<file path="src/rtl/irq_pkg.sv">
package irq_pkg;

   // Pending change to the master gate, waiting for the next instruction
   typedef enum logic [1:0] {
      ARM_NONE = 2'd0,
      ARM_OPEN = 2'd1,
      ARM_SHUT = 2'd2
   } gate_arm_t;

   // Register-bus select codes
   localparam logic SEL_FLAGS  = 1'b0;
   localparam logic SEL_ENABLE = 1'b1;

   function automatic int idx_width(input int n);
      return (n > 1) ? $clog2(n) : 1;
   endfunction

endpackage

</file>
<file path="src/rtl/irq_flag_bank.sv">
module irq_flag_bank #(
   parameter int N_SRC = 5,
   parameter int BUS_W = 8
) (
   input  logic             clk,
   input  logic             rst_n,
   input  logic [N_SRC-1:0] src_pulse,
   input  logic             wr_flags,
   input  logic             wr_enables,
   input  logic [BUS_W-1:0] wdata,
   input  logic [N_SRC-1:0] svc_clr,
   output logic [N_SRC-1:0] flags,
   output logic [N_SRC-1:0] enables
);

   generate
      if (N_SRC < 1 || N_SRC > BUS_W) begin : g_bad_width
         $error("irq_flag_bank: N_SRC must lie in 1..BUS_W");
      end
   endgenerate

   logic [N_SRC-1:0] en_q;

   // One storage cell per source; priority: pulse, then service clear, then write
   generate
      for (genvar i = 0; i < N_SRC; i++) begin : g_cell
         logic cell_q;

         always_ff @(posedge clk or negedge rst_n) begin
            if (!rst_n) begin
               cell_q <= 1'b0;
            end else if (src_pulse[i]) begin
               cell_q <= 1'b1;
            end else if (svc_clr[i]) begin
               cell_q <= 1'b0;
            end else if (wr_flags) begin
               cell_q <= wdata[i];
            end
         end

         assign flags[i] = cell_q;


         pulse_latch_chk: assert property (@(posedge clk) disable iff (!rst_n)
            src_pulse[i] |=> flags[i]);


         svc_clear_chk: assert property (@(posedge clk) disable iff (!rst_n)
            (svc_clr[i] && !src_pulse[i]) |=> !flags[i]);


         flag_hold_chk: assert property (@(posedge clk) disable iff (!rst_n)
            (flags[i] && !svc_clr[i] && !wr_flags) |=> flags[i]);
      end
   endgenerate

   always_ff @(posedge clk or negedge rst_n) begin
      if (!rst_n) begin
         en_q <= '0;
      end else if (wr_enables) begin
         en_q <= wdata[N_SRC-1:0];
      end
   end

   assign enables = en_q;


   en_write_chk: assert property (@(posedge clk) disable iff (!rst_n)
      wr_enables |=> (enables == $past(wdata[N_SRC-1:0])));

endmodule

</file>
<file path="src/rtl/irq_prio_enc.sv">
module irq_prio_enc #(
   parameter int N_SRC      = 5,
   parameter int VEC_W      = 16,
   parameter int VEC_BASE   = 'h40,
   parameter int VEC_STRIDE = 8,
   parameter bit LOW_FIRST  = 1'b1
) (
   input  logic [N_SRC-1:0] pending,
   output logic [N_SRC-1:0] grant,
   output logic             any,
   output logic [VEC_W-1:0] vector
);

   localparam int IDX_W   = irq_pkg::idx_width(N_SRC);
   localparam int TOP_VEC = VEC_BASE + (N_SRC - 1) * VEC_STRIDE;

   generate
      if (VEC_STRIDE < 1) begin : g_bad_stride
         $error("irq_prio_enc: VEC_STRIDE must be positive");
      end
      if (TOP_VEC >= (1 << VEC_W)) begin : g_bad_vec
         $error("irq_prio_enc: highest vector does not fit VEC_W");
      end
   endgenerate

   logic [IDX_W-1:0] win_idx;
   logic             hit;

   generate
      if (LOW_FIRST) begin : g_low_first
         // Scan downward so the lowest set bit is the last one written
         always_comb begin
            win_idx = '0;
            hit     = 1'b0;
            for (int i = N_SRC - 1; i >= 0; i--) begin
               if (pending[i]) begin
                  win_idx = IDX_W'(i);
                  hit     = 1'b1;
               end
            end
         end
      end else begin : g_high_first
         always_comb begin
            win_idx = '0;
            hit     = 1'b0;
            for (int i = 0; i < N_SRC; i++) begin
               if (pending[i]) begin
                  win_idx = IDX_W'(i);
                  hit     = 1'b1;
               end
            end
         end
      end
   endgenerate

   always_comb begin
      grant = '0;
      if (hit) begin
         grant[win_idx] = 1'b1;
      end
   end

   assign any    = hit;
   assign vector = hit ? VEC_W'(VEC_BASE + int'(win_idx) * VEC_STRIDE) : '0;

endmodule

</file>
<file path="src/rtl/irq_master_gate.sv">
module irq_master_gate
   import irq_pkg::*;
(
   input  logic clk,
   input  logic rst_n,
   input  logic instr_done,
   input  logic cmd_ei,
   input  logic cmd_di,
   input  logic cmd_reti,
   input  logic svc_ack,
   output logic gate_open
);

   gate_arm_t arm_q, arm_d;
   logic      open_q, open_d;

   always_comb begin
      arm_d  = arm_q;
      open_d = open_q;
      if (svc_ack) begin
         open_d = 1'b0;
         arm_d  = ARM_NONE;
      end else if (cmd_reti) begin
         open_d = 1'b1;
         arm_d  = ARM_NONE;
      end else if (instr_done) begin
         // Apply what the previous instruction armed, then arm the new command
         if (arm_q == ARM_OPEN) begin
            open_d = 1'b1;
         end else if (arm_q == ARM_SHUT) begin
            open_d = 1'b0;
         end
         if (cmd_ei) begin
            arm_d = ARM_OPEN;
         end else if (cmd_di) begin
            arm_d = ARM_SHUT;
         end else begin
            arm_d = ARM_NONE;
         end
      end
   end

   always_ff @(posedge clk or negedge rst_n) begin
      if (!rst_n) begin
         arm_q  <= ARM_NONE;
         open_q <= 1'b0;
      end else begin
         arm_q  <= arm_d;
         open_q <= open_d;
      end
   end

   assign gate_open = open_q;


   ack_shut_chk: assert property (@(posedge clk) disable iff (!rst_n)
      svc_ack |=> !gate_open);


   open_cause_chk: assert property (@(posedge clk) disable iff (!rst_n)
      $rose(gate_open) |-> ($past(cmd_reti) || ($past(instr_done) && $past(arm_q == ARM_OPEN))));


   di_delay_chk: assert property (@(posedge clk) disable iff (!rst_n)
      (instr_done && cmd_di && gate_open && arm_q != ARM_SHUT && !svc_ack && !cmd_reti)
      |=> gate_open);


   ei_delay_chk: assert property (@(posedge clk) disable iff (!rst_n)
      (instr_done && cmd_ei && !gate_open && arm_q != ARM_OPEN && !cmd_reti)
      |=> !gate_open);

endmodule

</file>
<file path="src/rtl/prio_irq_ctrl.sv">
module prio_irq_ctrl #(
   parameter int N_SRC      = 5,
   parameter int BUS_W      = 8,
   parameter int VEC_W      = 16,
   parameter int VEC_BASE   = 'h40,
   parameter int VEC_STRIDE = 8,
   parameter bit LOW_FIRST  = 1'b1
) (
   input  logic             clk,
   input  logic             rst_n,
   input  logic [N_SRC-1:0] src_pulse,
   input  logic             bus_sel,
   input  logic             bus_we,
   input  logic [BUS_W-1:0] bus_wdata,
   output logic [BUS_W-1:0] bus_rdata,
   input  logic             instr_done,
   input  logic             cmd_ei,
   input  logic             cmd_di,
   input  logic             cmd_reti,
   input  logic             irq_ack,
   output logic             irq_req,
   output logic [VEC_W-1:0] irq_vector,
   output logic             wake
);
   import irq_pkg::*;

   localparam int PAD_W = BUS_W - N_SRC;

   logic [N_SRC-1:0] flags, enables, pending, grant, svc_clr;
   logic             any_pend, gate_open, svc_ack;
   logic             wr_flags, wr_enables;
   logic [N_SRC-1:0] sel_word;

   assign wr_flags   = bus_we && (bus_sel == SEL_FLAGS);
   assign wr_enables = bus_we && (bus_sel == SEL_ENABLE);

   irq_flag_bank #(.N_SRC(N_SRC), .BUS_W(BUS_W)) u_bank (
      .clk        (clk),
      .rst_n      (rst_n),
      .src_pulse  (src_pulse),
      .wr_flags   (wr_flags),
      .wr_enables (wr_enables),
      .wdata      (bus_wdata),
      .svc_clr    (svc_clr),
      .flags      (flags),
      .enables    (enables)
   );

   assign pending = flags & enables;

   irq_prio_enc #(
      .N_SRC      (N_SRC),
      .VEC_W      (VEC_W),
      .VEC_BASE   (VEC_BASE),
      .VEC_STRIDE (VEC_STRIDE),
      .LOW_FIRST  (LOW_FIRST)
   ) u_enc (
      .pending (pending),
      .grant   (grant),
      .any     (any_pend),
      .vector  (irq_vector)
   );

   irq_master_gate u_gate (
      .clk        (clk),
      .rst_n      (rst_n),
      .instr_done (instr_done),
      .cmd_ei     (cmd_ei),
      .cmd_di     (cmd_di),
      .cmd_reti   (cmd_reti),
      .svc_ack    (svc_ack),
      .gate_open  (gate_open)
   );

   assign irq_req = gate_open && any_pend;
   assign svc_ack = irq_ack && irq_req;
   assign svc_clr = grant & {N_SRC{svc_ack}};
   assign wake    = any_pend;

   assign sel_word = (bus_sel == SEL_ENABLE) ? enables : flags;

   generate
      if (PAD_W > 0) begin : g_pad
         assign bus_rdata = {{PAD_W{1'b0}}, sel_word};
      end else begin : g_nopad
         assign bus_rdata = sel_word;
      end
   endgenerate


   grant_single_chk: assert property (@(posedge clk) disable iff (!rst_n)
      $onehot0(grant));


   grant_in_pend_chk: assert property (@(posedge clk) disable iff (!rst_n)
      (grant & ~pending) == '0);


   reti_open_chk: assert property (@(posedge clk) disable iff (!rst_n)
      (cmd_reti && !svc_ack) |=> gate_open);


   pulse_beats_ack_chk: assert property (@(posedge clk) disable iff (!rst_n)
      (svc_ack && ((src_pulse & grant) != '0)) |=> ((flags & $past(grant)) != '0));

endmodule

</file>
<file path="config.mk">
export PLATFORM = sky130hd
export DESIGN_NAME = prio_irq_ctrl
export DESIGN_NICKNAME = d
export VERILOG_FILES = /design/src/rtl/irq_pkg.sv /design/src/rtl/irq_flag_bank.sv /design/src/rtl/irq_prio_enc.sv /design/src/rtl/irq_master_gate.sv /design/src/rtl/prio_irq_ctrl.sv
export SDC_FILE = /design/constraint.sdc
export NUM_CORES = 1
export LEC_CHECK = 0
export BUFFER_PORTS_ARGS = -buffer_cell sky130_fd_sc_hd__buf_2
export CAP_MARGIN = 20
export CORE_MARGIN = 3
export CORE_UTILIZATION = 45
export CTS_BUF_LIST = sky130_fd_sc_hd__clkbuf_16
export DETAILED_ROUTE_END_ITERATION = 10
export GPL_TIMING_DRIVEN = 0
export PLACE_DENSITY = 0.89
export SYNTH_ARGS = -nofsm -noshare
export SYNTH_HDL_FRONTEND = slang
export SYNTH_SLANG_ARGS = --single-unit
</file>
<file path="constraint.sdc">
create_clock -name clk -period 3.6 [get_ports clk]
set_input_delay 0.36 -clock clk [delete_from_list [all_inputs] [get_ports clk]]
set_output_delay 0.36 -clock clk [all_outputs]
set_load 0.02 [all_outputs]
</file>
## Yosys cells after proc, flatten, opt, wreduce, memory -nomap -nowiden

Cells that the tools add are included.

- Bits in registers: 13
- Bits in latches: 0
- RAM bits: 0
- ROM bits: 0
- Input bits: 22
- Output and inout port bits: 26
- Word-level logic and storage cells: 69
- Memories: 0

- Add/subtract/negate cells: 1
- $mul: 0
- Div/mod/pow operators: 0
- Order comparisons: 2
- Equality and inequality tests: 2
- Shift-type cells: 0
- Muxes and demuxes: 40
- Bitwise gates (word level): 3
- Reductions and logical operators: 13

Operator list:

| cell | count |
|---|---|
| two-way mux 1 bit | 26 |
| nonzero test 3 bit | 6 |
| two-way mux 16 bit | 1 |
| two-way mux 3 bit | 5 |
| bitwise AND 5 bit | 2 |
| two-way mux 2 bit | 5 |
| two-way mux 5 bit | 2 |
| adder 7 x 6 -> 8 bit, first input constant | 1 |
| logical AND 1 bit | 5 |
| less-than comparator 3 x 4 -> 1 bit, second input constant | 1 |
| nonzero test 4 bit | 1 |
| demux 1 bit (select 3 bit) | 1 |
| >= comparator 3 x 1 -> 1 bit, second input constant | 1 |
| == test 2 x 1 -> 1 bit, second input constant | 1 |
| == test 2 bit, second input constant | 1 |
| AND reduction 2 bit | 1 |
| inverter 1 bit | 1 |

## Logic depth before layout (Yosys ltp)

- Word-level depth: 14
- Depth in mapped cells: 5
- Depth with buffers taken out: 5

## Cells and area by module

Synthesis repeated with hierarchy kept, for this count alone.

- Cell total of the unflattened synthesis: 96
- Area, all modules: 1002.2 sq um

Modules (own cells, without submodules):

| module | instances | cells an instance | area an instance (sq um) | sequential area each (sq um) |
|---|---|---|---|---|
| irq_flag_bank | 1 | 31 | 442.9 | 250.2 |
| prio_irq_ctrl | 1 | 24 | 216.5 | 0.0 |
| irq_prio_enc | 1 | 27 | 172.7 | 0.0 |
| irq_master_gate | 1 | 14 | 170.2 | 75.1 |

## Least setup slack after synthesis

No wires, ideal clock.

- Kind: register to output
- Start: register u_bank.g_cell[2].cell_q
- End: output irq_req
- Arrival: 1.242 ns
- Data required time: 3.240 ns
- Setup slack: 1.998 ns
- Stages on the path, launching flop included: 4
- Path buffers: 0
- Cell sequence: dfrtp_1 -> a22oi_1 -> nand3_1 -> and2_1

- Cells in the longest elaborated chain, start to end: 5

Ends and longest elaborated chain:

| what | RTL line | source |
|---|---|---|
| start, declared | irq_flag_bank.sv:27 | `logic cell_q;` |
| start signal, assigned | irq_flag_bank.sv:37 | `cell_q <= wdata[i];` |
| bitwise AND 5 bit | prio_irq_ctrl.sv:49 | `assign pending = flags & enables;` |
| two-way mux 1 bit (3 in series) | irq_prio_enc.sv:36 | `if (pending[i]) begin` |
| named net wake | prio_irq_ctrl.sv:23 | `output logic wake` |
| logical AND 1 bit | prio_irq_ctrl.sv:75 | `assign irq_req = gate_open && any_pend;` |
| end, declared | prio_irq_ctrl.sv:21 | `output logic irq_req,` |

The timed path passes the listed nets, and every way through them passes these cells.

## Worst setup path in the final report

- Start: register u_bank.g_cell[2].cell_q
- End: output irq_req

- Cells in the longest elaborated chain, start to end: 5

Ends and longest elaborated chain:

| what | RTL line |
|---|---|
| bitwise AND 5 bit | prio_irq_ctrl.sv:49 |
| two-way mux 1 bit (3 in series) | irq_prio_enc.sv:36 |
| logical AND 1 bit | prio_irq_ctrl.sv:75 |

No other way between the ends.

==> qor.log <==
[sta] final-report setup violation count 0
[finish] total non-filler cell area in the finished layout 1192 µm²
[worst_setup_path] Critical Path Start u_bank.g_cell[2].cell_q
[grt] GR met3 Demand/Resource 5.045%
[sta] final cycle utilization of the critical path 53.55%
[worst_setup_path] Critical Path Source Type flop
[clock_tree] number of buffers added by the clock tree synthesis step 3
[sta] worst clock skew 1.130 ps
[finish] fill cell total of the finished layout 151
[pwr] worst vdd rail ir drop 0.3636 mV
[worst_setup_path] CP top delay family flip-flops
[sta] final count of hold timing violations 0
[worst_setup_path] required time worst endpoint 3240 ps
[worst_setup_path] critical path type flop to output pin
[grt] wire length of the first global-routing pass 3036 µm
[sta] final slew viol count 0
[worst_setup_path] end of the worst register-to-register path u_bank.g_cell[3].cell_q
[finish] ANT cells 0
[detailed_routing] routed wire length 1980 µm
[worst_hold_path] type of the worst min-delay path primary input to asynchronous set/reset pin
[floorplan] Core Region 1802 µm²
[pwr] areal power density over the cells 466.6 nW/µm²
[finish] growth of design area from synthesis to finish 34.04%
[clock_tree] clock buffer depth 2
[grt] largest net degree at the start of global routing 14
[finish] most common cell after layout, fill and taps aside buf_2
[clock_tree] root buffer cell clkbuf_16
[sta] post-layout worst setup margin 1672 ps
[floorplan] total I/O pin count 48
[detailed_routing] first-pass iteration count of the detailed router 4
[worst_setup_path] destination of the critical timing path irq_req
[finish] core utilization of the finished layout 66.18%
[yosys] Mean Syn Cell Area 10.23 µm²
[detailed_routing] Iteration-0 DRC Markers 6
[yosys] count of unique library cells instantiated by Yosys 29
[worst_setup_path] arrival time of the worst setup path 1570 ps
[yosys] Post-synth EDFFs 0
[finish] Post-layout nets 157
[clock_tree] count of cells resized by post-cts repair 0
[placed_design] post-placement setup slack 1909 ps
[placed_design] post-DP HPWL 1585 µm
[floorplan] Initial Utilization 49.37%
[pwr] switching power total 0.1732 mW
[clock_tree] clock sink total 13
[sta] setup_tns 0 ps
[sta] hold_ws 1.080 ps
[grt] vias in the first global route 719
[detailed_routing] routed vias 761
[worst_setup_path] length in cells of the worst reg-to-reg path 3
[clock_tree] Setup Buffers After CTS 0
[worst_setup_path] Worst setup EP type output pin
[worst_setup_path] cell with the largest stage delay on the worst path dfrtp_1
[yosys] Most used DFF post-synth dfrtp_1
[pwr] Int Power 0.3832 mW
[grt] met2 global-route usage 26.52%
[placed_design] standard cell area after detailed placement 1114 µm²
[yosys] Synth async-reset ratio 100.0%
[pwr] sequential power share 32.7%
[worst_setup_path] worst path cell trace a22oi_1, nand3_1, and2_1, buf_2
[placed_design] Final Wtd Congestion 0.8090
[grt] global-route met1 utilization 19.02%
[yosys] cells after synthesis 87
[sta] maximum achievable frequency 0.5187 GHz
[finish] most frequent cells in the layout buf_2 (28), buf_4 (16), conb_1 (15)
[worst_setup_path] number of cells on the critical path 4
[grt] antenna violations before repair 0
[yosys] Syn. warnings 0
[sta] setup repair after global routing missed its margin no
[worst_setup_path] source of the worst register-to-register timing path u_bank.g_cell[1].cell_q
[clock_tree] TritonCTS clock tree yes
[run_status] status completed
[placed_design] Port Buffer Count 28
[pwr] sw frac 31.13%
[clock_tree] CTS H-tree depth 1
[finish] share of final-layout standard cells stronger than drive strength 1 45.86%
[worst_setup_path] R2R setup slack 2270 ps
[job] Max-cap violations 0
[floorplan] number of placement rows 15
[detailed_routing] count of antenna-violating nets left after detailed routing 0
[detailed_routing] wire per inst 12.53 µm
[yosys] count of state elements after synthesis 13
[yosys] mapped cell area 889.6 µm²
[clock_tree] Hold-fix buffers, CTS 0
[grt] most used routing layer in global routing met2
[yosys] sequential share of the synthesized area 36.57%
[floorplan] area of the die 2546 µm²
[floorplan] width of the die 50.46 µm
[grt] All-Layer GR Usage 15.63%
[detailed_routing] number of vias per cell 4.816
[sta] shortest period the worst path allows 1928 ps
[worst_setup_path] worst path buffer plus inverter count 1
[floorplan] height of the die 50.46 µm
[clock_tree] worst-skew pair later-pin latency 240 ps
[grt] total gr overflow 0
[pwr] Logic pwr share 30.0%
[pwr] Leakage 0.6099 nW
[clock_tree] CTS clock-pin slew for the worst setup and hold paths 50 ps
[pwr] share of power burned in the clock network 37.3%
[detailed_routing] number of design rule violations left after detail routing 0
[worst_setup_path] worst stage delay on the critical path 420 ps
[worst_setup_path] Critical Path Fanout Max 4
## area by class of cell
| type | instances | area (µm²) | share of cell area (%) |
|---|---|---|---|
| multi-input combinational | 68 | 466.7 | 39.14 |
| sequential | 13 | 325.3 | 27.28 |
| buffer | 18 | 142.6 | 11.96 |
| timing repair buffer | 28 | 140.1 | 11.75 |
| clock buffer | 3 | 75.07 | 6.296 |
| tap | 25 | 31.28 | 2.623 |
| inverter | 2 | 7.507 | 0.6296 |
| clock inverter | 1 | 3.754 | 0.3148 |
## power groups by stage
| stage | registers (mW) | clock network (mW) | logic, mW |
|---|---|---|---|
| 2_1_floorplan | 0.178 | 0 | 0.122 |
| 3_5_place_dp | 0.184 | 0 | 0.167 |
| 6_report | 0.182 | 0.207 | 0.167 |
| 4_1_cts | 0.181 | 0.211 | 0.168 |
| 3_3_place_gp | 0.181 | 0 | 0.160 |
| 5_1_grt | 0.184 | 0.219 | 0.181 |
## worst register-to-register path, stage by stage, from the launching register on
cell and delay, ps:
dfrtp_1 400, a22o_1 280, nor4b_1 400, o21bai_1 110
## registers in the layout (all words and copies together), names as in the netlist
signal,count
u_gate.arm_q,2
u_bank.enables,5
u_gate.gate_open,1
u_bank.g_cell.cell_q,5
## metal layers
| layer | vias to the layer above | part of all wire, % |
|---|---|---|
| li1 | 366 | - |
| met1 | 345 | 40 |
| met2 | 46 | 47 |
| met3 | 4 | 11 |
| met4 | 0 | 1.7 |
| met5 | - | 0 |
## through the flow
stage          cells  power (mW)
2_1_floorplan    101      0.3002
3_3_place_gp     154      0.3407
3_5_place_dp     154      0.3502
4_1_cts          158      0.5599
5_1_grt          158      0.5835
6_report         158      0.5564
## cell usage after synthesis, types with 2 or more instances
master     n  area (µm²)
a22oi_1    2       15.01
buf_4     16       120.1
buf_6      2       22.52
dfrtp_1   13       325.3
inv_1      2       7.510
mux2_2    10       112.6
mux2i_1    5       50.05
nand2_1    8       30.03
nand3_1    2       10.01
nor2_1     2       7.510
nor2b_1    2       12.51
nor3_1     3       15.01
o21bai_1   4       30.03
## cell families (layout without fill, tap and decap cells)
kind of cell,count (synthesis),count (layout),share of synthesized area [%]
adder cells (fa/ha/maj),1,1,1.406
AO/OA/AOI/OAI,13,13,10.69
flip-flops,13,13,36.57
buffers and inverters,20,52,16.88
AND/OR/NAND/NOR,23,23,14.07
other,1,15,0.4215
multiplexers,16,16,19.97
## how the worst min path moves through the flow
stage / start / to / slack [ps] / cells past startpoint
3_5_place_dp: rst_n / u_bank.enables[3] / 270 / 1
2_1_floorplan: rst_n / u_bank.enables[0] / 60 / 0
5_1_grt: rst_n / u_bank.enables[3] / 20 / 1
6_report: rst_n / u_bank.enables[3] / 1 / 1
4_1_cts: rst_n / u_bank.enables[3] / 10 / 1
3_3_place_gp: rst_n / u_bank.enables[3] / 260 / 1
No activity file was read; power rests on OpenSTA's default activity.
